`src/rtl/pwmd_pkg.sv`:
```
package pwmd_pkg;

  localparam int NUM_LANES = 4;

  typedef enum logic [1:0] {
    STEP_PRECHARGE = 2'd0,
    STEP_SAMPLE    = 2'd1,
    STEP_COMPARE   = 2'd2,
    STEP_RESET     = 2'd3
  } step_e;

  // Step of a lane, given the global phase and the lane's rotation offset.
  function automatic step_e lane_step(input logic [1:0] phase, input int unsigned idx);
    logic [1:0] diff;
    diff = phase - 2'(idx);
    return step_e'(diff);
  endfunction

endpackage

```
`src/rtl/pwmd_edge_sync.sv`:
```
module pwmd_edge_sync #(
  parameter int SYNC_STAGES = 2
) (
  input  logic clk,
  input  logic rst_n,
  input  logic pwm_in,
  output logic level,
  output logic rise
);

  logic [SYNC_STAGES-1:0] sync_q, sync_d;
  logic                   prev_q, prev_d;

  always_comb begin
    sync_d = {sync_q[SYNC_STAGES-2:0], pwm_in};
    prev_d = sync_q[SYNC_STAGES-1];
  end

  always_ff @(posedge clk or negedge rst_n) begin
    if (!rst_n) begin
      sync_q <= '0;
      prev_q <= 1'b0;
    end else begin
      sync_q <= sync_d;
      prev_q <= prev_d;
    end
  end

  assign level = sync_q[SYNC_STAGES-1];
  assign rise  = level & ~prev_q;

  AST_RISE_NEEDS_LOW: assert property (@(posedge clk) disable iff (!rst_n)
    rise |=> !rise);

endmodule

```
`src/rtl/pwmd_phase_gen.sv`:
```
module pwmd_phase_gen (
  input  logic       clk,
  input  logic       rst_n,
  input  logic       rise,
  output logic [1:0] phase_eff
);

  logic [1:0] phase_q, phase_d;

  // The clock on which a period starts already belongs to the new step.
  always_comb begin
    phase_eff = phase_q + {1'b0, rise};
    phase_d   = phase_eff;
  end

  always_ff @(posedge clk or negedge rst_n) begin
    if (!rst_n) phase_q <= 2'd0;
    else        phase_q <= phase_d;
  end

  AST_PHASE_HOLD: assert property (@(posedge clk) disable iff (!rst_n)
    !rise |=> $stable(phase_q));

endmodule

```
`src/rtl/pwmd_lane.sv`:
```
module pwmd_lane
  import pwmd_pkg::*;
#(
  parameter int          CNT_W    = 16,
  parameter int unsigned LANE_IDX = 0
) (
  input  logic       clk,
  input  logic       rst_n,
  input  logic [1:0] phase_eff,
  input  logic       rise,
  input  logic       level,
  output logic       bit_o,
  output logic       vld_o
);

  localparam logic [CNT_W-1:0] CNT_MAX = {CNT_W{1'b1}};
  localparam logic [CNT_W-1:0] CNT_ONE = CNT_W'(1);
  localparam logic [CNT_W-1:0] CNT_TWO = CNT_W'(2);

  step_e            step;
  logic [CNT_W-1:0] ref_q, ref_d, smp_q, smp_d;
  logic             ref_en, smp_en;
  logic             bit_q, bit_d, vld_q, vld_d;
  logic             latch_en, decision;

  always_comb begin
    step     = lane_step(phase_eff, LANE_IDX);
    decision = (smp_q > ref_q);
    latch_en = rise && (step == STEP_RESET);

    ref_en = 1'b0;
    ref_d  = ref_q;
    smp_en = 1'b0;
    smp_d  = smp_q;

    unique case (step)
      STEP_PRECHARGE: begin
        ref_en = (ref_q != CNT_MAX);
        ref_d  = ref_q + CNT_ONE;
      end
      STEP_SAMPLE: begin
        smp_en = level;
        smp_d  = (smp_q > CNT_MAX - CNT_TWO) ? CNT_MAX : smp_q + CNT_TWO;
      end
      STEP_COMPARE: begin
        ref_en = 1'b0;
        smp_en = 1'b0;
      end
      STEP_RESET: begin
        ref_en = 1'b1;
        ref_d  = '0;
        smp_en = 1'b1;
        smp_d  = '0;
      end
      default: begin
        ref_en = 1'b0;
        smp_en = 1'b0;
      end
    endcase

    bit_d = latch_en ? decision : bit_q;
    vld_d = latch_en;
  end

  always_ff @(posedge clk or negedge rst_n) begin
    if (!rst_n) begin
      ref_q <= '0;
      smp_q <= '0;
      bit_q <= 1'b0;
      vld_q <= 1'b0;
    end else begin
      if (ref_en)   ref_q <= ref_d;
      if (smp_en)   smp_q <= smp_d;
      if (latch_en) bit_q <= bit_d;
      vld_q <= vld_d;
    end
  end

  assign bit_o = bit_q;
  assign vld_o = vld_q;

  AST_REF_SATURATES: assert property (@(posedge clk) disable iff (!rst_n)
    (step == STEP_PRECHARGE && ref_q == CNT_MAX) |=> (ref_q == CNT_MAX));
  AST_SMP_HOLD_LOW: assert property (@(posedge clk) disable iff (!rst_n)
    (step == STEP_SAMPLE && !level) |=> $stable(smp_q));
  AST_SMP_NO_WRAP: assert property (@(posedge clk) disable iff (!rst_n)
    (step == STEP_SAMPLE) |=> (smp_q >= $past(smp_q)));
  AST_CLEAR_IN_RESET: assert property (@(posedge clk) disable iff (!rst_n)
    (step == STEP_RESET) |=> (ref_q == '0 && smp_q == '0));
  AST_BIT_HOLD: assert property (@(posedge clk) disable iff (!rst_n)
    !$stable(bit_q) |-> vld_q);
  AST_TIE_ZERO: assert property (@(posedge clk) disable iff (!rst_n)
    (vld_q && $past(smp_q == ref_q)) |-> !bit_q);

endmodule

```
`src/rtl/pwm_rot_discrim.sv`:
```
module pwm_rot_discrim
  import pwmd_pkg::*;
#(
  parameter int CNT_W       = 16,
  parameter int SYNC_STAGES = 2
) (
  input  logic                 clk,
  input  logic                 rst_n,
  input  logic                 pwm_in,
  output logic [NUM_LANES-1:0] bit_out,
  output logic [NUM_LANES-1:0] bit_vld
);

  logic       level;
  logic       rise;
  logic [1:0] phase_eff;

  pwmd_edge_sync #(.SYNC_STAGES(SYNC_STAGES)) u_sync (
    .clk    (clk),
    .rst_n  (rst_n),
    .pwm_in (pwm_in),
    .level  (level),
    .rise   (rise)
  );

  pwmd_phase_gen u_phase (
    .clk       (clk),
    .rst_n     (rst_n),
    .rise      (rise),
    .phase_eff (phase_eff)
  );

  for (genvar g = 0; g < NUM_LANES; g++) begin : g_lane
    pwmd_lane #(
      .CNT_W    (CNT_W),
      .LANE_IDX (g)
    ) u_lane (
      .clk       (clk),
      .rst_n     (rst_n),
      .phase_eff (phase_eff),
      .rise      (rise),
      .level     (level),
      .bit_o     (bit_out[g]),
      .vld_o     (bit_vld[g])
    );
  end

  AST_ONE_VALID: assert property (@(posedge clk) disable iff (!rst_n)
    $countones(bit_vld) <= 1);
  AST_VALID_AFTER_EDGE: assert property (@(posedge clk) disable iff (!rst_n)
    (|bit_vld) |-> $past(rise));

endmodule

```
`config.mk`:
```
export PLATFORM = sky130hd
export DESIGN_NAME = pwm_rot_discrim
export DESIGN_NICKNAME = d
export VERILOG_FILES = /design/src/rtl/pwmd_pkg.sv /design/src/rtl/pwmd_edge_sync.sv /design/src/rtl/pwmd_phase_gen.sv /design/src/rtl/pwmd_lane.sv /design/src/rtl/pwm_rot_discrim.sv
export SDC_FILE = /design/constraint.sdc
export NUM_CORES = 1
export LEC_CHECK = 0
export CAP_MARGIN = 20
export CORE_MARGIN = 3
export CORE_UTILIZATION = 40
export CTS_BUF_LIST = sky130_fd_sc_hd__clkbuf_8 sky130_fd_sc_hd__clkbuf_16
export CTS_CLUSTER_DIAMETER = 40
export DETAILED_ROUTE_END_ITERATION = 12
export DONT_BUFFER_PORTS = 1
export PLACE_DENSITY = 0.64
export SLEW_MARGIN = 25
export SYNTH_ARGS = -nofsm -noshare
export SYNTH_HDL_FRONTEND = slang
export SYNTH_SLANG_ARGS = --single-unit
```
`constraint.sdc`:
```
create_clock -name clk -period 2.63 [get_ports clk]
set_input_delay 0.263 -clock clk [delete_from_list [all_inputs] [get_ports clk]]
set_output_delay 0.263 -clock clk [all_outputs]
set_load 0.005 [all_outputs]
```
=== Word-level counts from Yosys, hierarchy flattened ===
Index checks and enable logic that the tools add are counted.

* Bits in latches: 0
* Bits in writable memories: 0
* Bits of input ports: 3
* Logic and storage cells: 97
* Memory bits (read-only): 0
* Register bits after elaboration: 141
* Memories: 0
* Output and inout port bits: 8

* Magnitude comparators: 8
* Div/mod/pow operators: 0
* Eq/ne operators: 12
* Reduce and logical (&&, ||, !) cells: 24
* Shift operators: 0
* Multipliers: 0
* $add $sub $neg: 12
* Mux-type cells: 20
* Bitwise operators: 2

{| class="wikitable"
|+ Operators with widths
! operator !! count
|-
| one-hot mux 16 bit (2 select lines) || 8
|-
| adder 16 x 1 -> 16 bit (second input constant) || 4
|-
| adder 16 x 2 -> 16 bit (second input constant) || 4
|-
| greater-than comparator 16 bit || 4
|-
| greater-than comparator 16 bit (second input constant) || 4
|-
| 2-to-1 mux 16 bit || 4
|-
| != test 16 bit (second input constant) || 4
|-
| one-hot mux 1 bit (2 select lines) || 8
|-
| AND reduction 2 bit || 8
|-
| nonzero test 2 bit || 8
|-
| equality test 2 x 1 -> 1 bit (second input constant) || 4
|-
| equality test 2 bit (second input constant) || 4
|-
| zero test 2 bit || 4
|-
| logical AND 1 bit || 4
|-
| subtractor 2 bit (second input constant) || 2
|-
| adder 2 x 1 -> 2 bit || 1
|-
| subtractor 2 x 1 -> 2 bit (second input constant) || 1
|-
| bitwise AND 1 bit || 1
|-
| inverter 1 bit || 1
|}

=== Longest topological paths before layout ===
* Depth in word-level cells: 7
* Mapped depth: 13
* Gate-level depth less buffers: 10

=== By module ===
A second synthesis with hierarchy kept.

* Cells, all modules: 1,049
* Area, all modules: 9,511.6 sq um

{| class="wikitable"
|+ Modules (own cells, without submodules)
! module !! times used !! area each (sq um) !! sequential area each (sq um) !! cells an instance
|-
| pwmd_lane (g_lane[2].u_lane) || 1 || 2,463.6 || 850.8 || 278
|-
| pwmd_lane (g_lane[3].u_lane) || 1 || 2,363.5 || 850.8 || 258
|-
| pwmd_lane (g_lane[0].u_lane) || 1 || 2,332.2 || 850.8 || 258
|-
| pwmd_lane (g_lane[1].u_lane) || 1 || 2,192.1 || 850.8 || 247
|-
| pwmd_edge_sync || 1 || 88.8 || 75.1 || 4
|-
| pwmd_phase_gen || 1 || 71.3 || 50.0 || 4
|}

=== Worst setup path before layout ===
OpenSTA, ideal clock, no wires.

* Path type: reg2reg
* From: register u_sync.prev_q
* To: register g_lane[2].u_lane.smp_q[0]
* Period minus slack after synthesis: 2.807 ns
* Stages on the path, launching flop included: 13
* Data required time: 2.547 ns
* Arrival time: 2.725 ns
* Path slack: -0.177 ns
* Library setup time: 0.083 ns
* Path buffers: 3
* Path through: dfrtp_1 -> clkbuf_1 -> nor2b_1 -> ha_1 -> xor2_1 -> ha_1 -> buf_2 -> nand2_1 -> nor3_2 -> nand2_1 -> or3_1 -> clkbuf_1 -> o21ai_0

* Word-level cells in the longest chain between the ends: 7
* Elaborated cells between the ends (all ways): 10
* Those cells by class: 2 x add/sub; 2 x eq/ne; 2 x mux; 2 x bitwise; 2 x reduce/logical

{| class="wikitable"
|+ Ends and longest elaborated chain
! what !! line !! text
|-
| from (decl) || pwmd_edge_sync.sv:12 || <nowiki>logic prev_q, prev_d;</nowiki>
|-
| from (signal assigned) || pwmd_edge_sync.sv:25 || <nowiki>prev_q <= prev_d;</nowiki>
|-
| inverter 1 bit (*) || pwmd_edge_sync.sv:30 || <nowiki>assign rise = level & ~prev_q;</nowiki>
|-
| bitwise AND 1 bit (*) || pwmd_edge_sync.sv:30 ||
|-
| adder 2 x 1 -> 2 bit (*) || pwmd_phase_gen.sv:12 || <nowiki>phase_eff = phase_q + {1'b0, rise};</nowiki>
|-
| via g_lane[0].u_lane.phase_eff[1] || pwmd_lane.sv:9 || <nowiki>input logic [1:0] phase_eff,</nowiki>
|-
| subtractor 2 bit (*) || pwmd_pkg.sv:15 || <nowiki>diff = phase - 2'(idx);</nowiki>
|-
| equality test 2 bit or equality test 2 x 1 -> 1 bit (tied branches) || pwmd_lane.sv:36 || <nowiki>unique case (step)</nowiki>
|-
| one-hot mux 1 bit (2 select lines) or nonzero test 2 bit (tied branches) || n/a ||
|-
| AND reduction 2 bit (no line) || n/a ||
|-
| to (signal assigned) || pwmd_lane.sv:73 || <nowiki>if (smp_en) smp_q <= smp_d;</nowiki>
|-
| to (decl) || pwmd_lane.sv:21 || <nowiki>logic [CNT_W-1:0] ref_q, ref_d, smp_q, smp_d;</nowiki>
|}

Mark *: on every way through the listed nets, which the timed path passes. The rest lies on a longest branch.
A chain may end at the register's enable or synchronous reset.

=== Worst setup path after layout ===
* From: register u_sync.sync_q[1]
* To: register g_lane[2].u_lane.ref_q[5]

* Word-level cells in the longest chain between the ends: 6
* Elaborated cells between the ends (all ways): 9
* Those cells by class: 2 x add/sub; 1 x eq/ne; 2 x mux; 1 x bitwise; 3 x reduce/logical

{| class="wikitable"
|+ Ends and longest elaborated chain
! what !! line !! text
|-
| from (decl) || pwmd_edge_sync.sv:11 || <nowiki>logic [SYNC_STAGES-1:0] sync_q, sync_d;</nowiki>
|-
| from (signal assigned) || pwmd_edge_sync.sv:24 || <nowiki>sync_q <= sync_d;</nowiki>
|-
| bitwise AND 1 bit (*) || pwmd_edge_sync.sv:30 ||
|-
| adder 2 x 1 -> 2 bit (*) || pwmd_phase_gen.sv:12 ||
|-
| via g_lane[0].u_lane.phase_eff[0] || pwmd_lane.sv:9 ||
|-
| subtractor 2 bit (*) || pwmd_pkg.sv:15 ||
|-
| equality test 2 bit or zero test 2 bit (tied branches) || pwmd_lane.sv:36 ||
|-
| one-hot mux 1 bit (2 select lines) or nonzero test 2 bit (tied branches) || n/a ||
|-
| AND reduction 2 bit (no line) || n/a ||
|-
| to (signal assigned) || pwmd_lane.sv:72 || <nowiki>if (ref_en) ref_q <= ref_d;</nowiki>
|-
| to (decl) || pwmd_lane.sv:21 ||
|}

Marked as above.

==> qor.yml <==
place:
  placed_area_um2: 9340
  io_buffers: 0
  dpl.hpwl_um: 14000
  gp_congestion: 0.825
pwr:
  power.leakage_nw: 4.28
  power_density_nw_per_um2: 790
  ir_drop_v: 0.000462
critical_path:
  required_ns: 2.96
  reg2reg_slack_ns: 0.15
  cp-end-kind: "flop"
  cp_max_fo: 6
  crit_path_start_kind: "flop"
  reg2reg_depth: 7
  crit_type: "flop to flop"
  cp_data_arrival_time_ns: 2.81
timing:
  tns_ns: 0
  slew-limit-headroom_pct: 63.7
  fin_crit_ns: 2.48
  fin_hold_ws_ns: -0.471
  setup_viol_count_final: 0
  worst_pin_slew_ns: 0.530
  period_share_pct: 94.5
  fmax_ghz: 0.403
  worst_clock_skew_ns: 0.0114
  finalMaxSlewViolations: 0
  hold_viol: 141
cts:
  cts_buffers: 17
  h-tree-depth: 4
  cts_hold_buf: 1
  cts_sinks: 141
  cts-root-buf: "clkbuf_16"
  cts_tree: "yes"
  clk_latency_ns: 0.43
  clk_pin_slew_ns: 0.06
  cts_buffer_depth: 2
synth:
  ys.flop_type: "dfrtp_1"
  ys_ff_latch: 141
  yosys_warnings: 0
  syn-instance-count: 977
  avgSynthCellArea_um2: 9.16
  yosysSeqAreaShare_pct: 39.4
  ys_types: 63
  syn_nets: 1061
  synthArstFlopShare_pct: 100
  synth_edf_count: 0
  synth.cell_area_um2: 8950
global_route:
  grt_max_degree: 142
  antenna_found_initial: 0
  grt_pass1_vias: 6977
  grt_overflow: 0
  grt_use_total_pct: 17.1
  grt_pass1_wl_um: 34200
detailed_routing:
  routed_via_density: 5.72
  detail-route-antenna-nets: 0
  vias: 7332
  drtIter0Drc: 523
  wire_per_inst_um: 15.7
  firstDrtPassIters: 4
  drc: 0
  drt_wl_total_um: 20100
finish:
  diodes: 0
  design_area_um2: 9990
  drive_gt1_share_pct: 8.38
  area_growth_pct: 11.5
  finalNetCount: 1073
  nFillCells: 2063
floorplan:
  die_area_um2: 24200
  initial_core_util_pct: 40.9
  fp.coreArea_um2: 21900
  rows: 54
  die_h_um: 156
  dieWidth_um: 156
  io-pin-count: 11
min_path:
  hold_class: "input pin to async pin"
status:
  outcome: "finished with violations"
  violations: "negative hold slack"
flow_run:
  drv_cap: 0
synth_stat cells (5+ instances only):
| library cell | number | area, um^2 |
|---|---|---|
| a2111oi_0 | 7 | 61.3 |
| a21o_1 | 12 | 90.1 |
| a21oi_1 | 40 | 200 |
| a221o_1 | 5 | 50.1 |
| a31oi_1 | 15 | 93.8 |
| and2_1 | 5 | 31.3 |
| and3_1 | 13 | 81.3 |
| and4_1 | 26 | 228 |
| buf_4 | 8 | 60.1 |
| clkbuf_1 | 31 | 116 |
| dfrtp_1 | 141 | 3530 |
| ha_1 | 81 | 1010 |
| inv_1 | 71 | 267 |
| mux2i_1 | 11 | 110 |
| nand2_1 | 69 | 259 |
| nand3_1 | 40 | 200 |
| nand4_1 | 43 | 269 |
| nor2_1 | 73 | 274 |
| nor2b_1 | 8 | 50.1 |
| nor3_1 | 28 | 140 |
| nor4_1 | 12 | 75.1 |
| o211ai_1 | 12 | 90.1 |
| o21ai_0 | 71 | 355 |
| o22ai_1 | 9 | 56.3 |
| o311ai_0 | 5 | 43.8 |
| or4_1 | 8 | 60.1 |
| xnor2_1 | 36 | 315 |
| xor2_1 | 34 | 298 |
cells by family (layout without fill, tap and decap cells):
family	count (synthesis)	after routing	synth area share, %
xor gates and xnor gates	70	70	6.85
DFF	141	141	39.4
adders and majority gates	81	81	11.3
buffers and inverters	116	141	5.34
and+or+nand+nor	351	351	21.3
AOI/OAI and AO/OA	207	207	14.6
muxes	11	11	1.23
through the flow:
step,total power [mW],hold slack (ns),util (%),std cells,setup slack (ns)
floorplan,4.58,-0.0326,-,977,0.00126
global placement,5.48,-0.0242,42.7,1244,0.0987
detailed placement,5.53,-0.0257,42.7,1244,-0.0175
CTS,7.93,-0.485,45.4,1279,0.0322
global route,8.43,-0.492,45.6,1282,-0.0400
finish,7.89,-0.471,45.6,1282,0.146
power breakdown:
group / total, mW / switching [mW] / internal, mW
combinational: 2.80 / 1.76 / 1.05
sequential: 2.72 / 0.308 / 2.41
clock: 2.37 / 0.937 / 1.43
total: 7.89 / 3.00 / 4.89
cell usage in the layout, fill, tap and decap left out, drive strengths merged, types with 14 or more instances in the layout:
| cell | netlist | final |
|---|---|---|
| a21oi | 40 | 40 |
| a31oi | 15 | 15 |
| and4 | 26 | 26 |
| buf | 13 | 36 |
| clkbuf | 31 | 19 |
| dfrtp | 141 | 141 |
| ha | 81 | 81 |
| inv | 71 | 74 |
| nand2 | 69 | 69 |
| nand3 | 41 | 41 |
| nand4 | 44 | 44 |
| nor2 | 73 | 73 |
| nor3 | 29 | 29 |
| nor4 | 14 | 14 |
| o21ai | 74 | 74 |
| xnor2 | 36 | 36 |
| xor2 | 34 | 34 |
flip-flops by register name, indices dropped and copies added, names as in the netlist:
name                 count
g_lane.u_lane.ref_q     64
g_lane.u_lane.smp_q     64
g_lane.u_lane.bit_o      4
g_lane.u_lane.vld_o      4
u_phase.phase_q          2
u_sync.sync_q            2
u_sync.prev_q            1
layout make-up:
cell class / count / area (um^2) / area share, %
clock inverter: 13 / 124 / 1.24
multi-input combinational: 720 / 4980 / 49.9
timing repair buffer: 37 / 280 / 2.81
inverter: 72 / 270 / 2.71
clock buffer: 19 / 453 / 4.54
sequential: 141 / 3530 / 35.3
tap: 280 / 350 / 3.51
routing by layer:
layer  up-vias  global-route usage, %  wire (um)
met1      3589                   24.5       9740
li1       3590                      -          -
met2       137                   26.9       9380
met3        16                   3.00        760
met4         0                   4.84        218
met5         -                      0          0
final timing paths:
path / startpoint / endpoint
max reg2reg: u_sync.sync_q[1] / g_lane[2].u_lane.ref_q[5]
min reg2reg: u_sync.sync_q[0] / u_sync.sync_q[1]
max: u_sync.sync_q[1] / g_lane[2].u_lane.ref_q[5]
min in group clk: pwm_in / u_sync.sync_q[0]
max in group asynchronous: rst_n / g_lane[3].u_lane.ref_q[8]
min: rst_n / g_lane[0].u_lane.bit_o
worst max-delay path, cell delays in order, from the launching register on:
cell and delay (ns):
dfrtp_1 0.38, nor2b_1 0.14, ha_2 0.39, inv_1 0.10, ha_1 0.33, or2_2 0.34
or4b_2 0.62, o311ai_1 0.09
repair_timing:
action,CTS,global route
endpoints found under the setup margin,10,46
hold endpoints to repair,142,141
resized for setup,0,7
pin swaps,1,2
buffers inserted,2,3
gates cloned,0,0
Power figures use the tool's default switching activity.
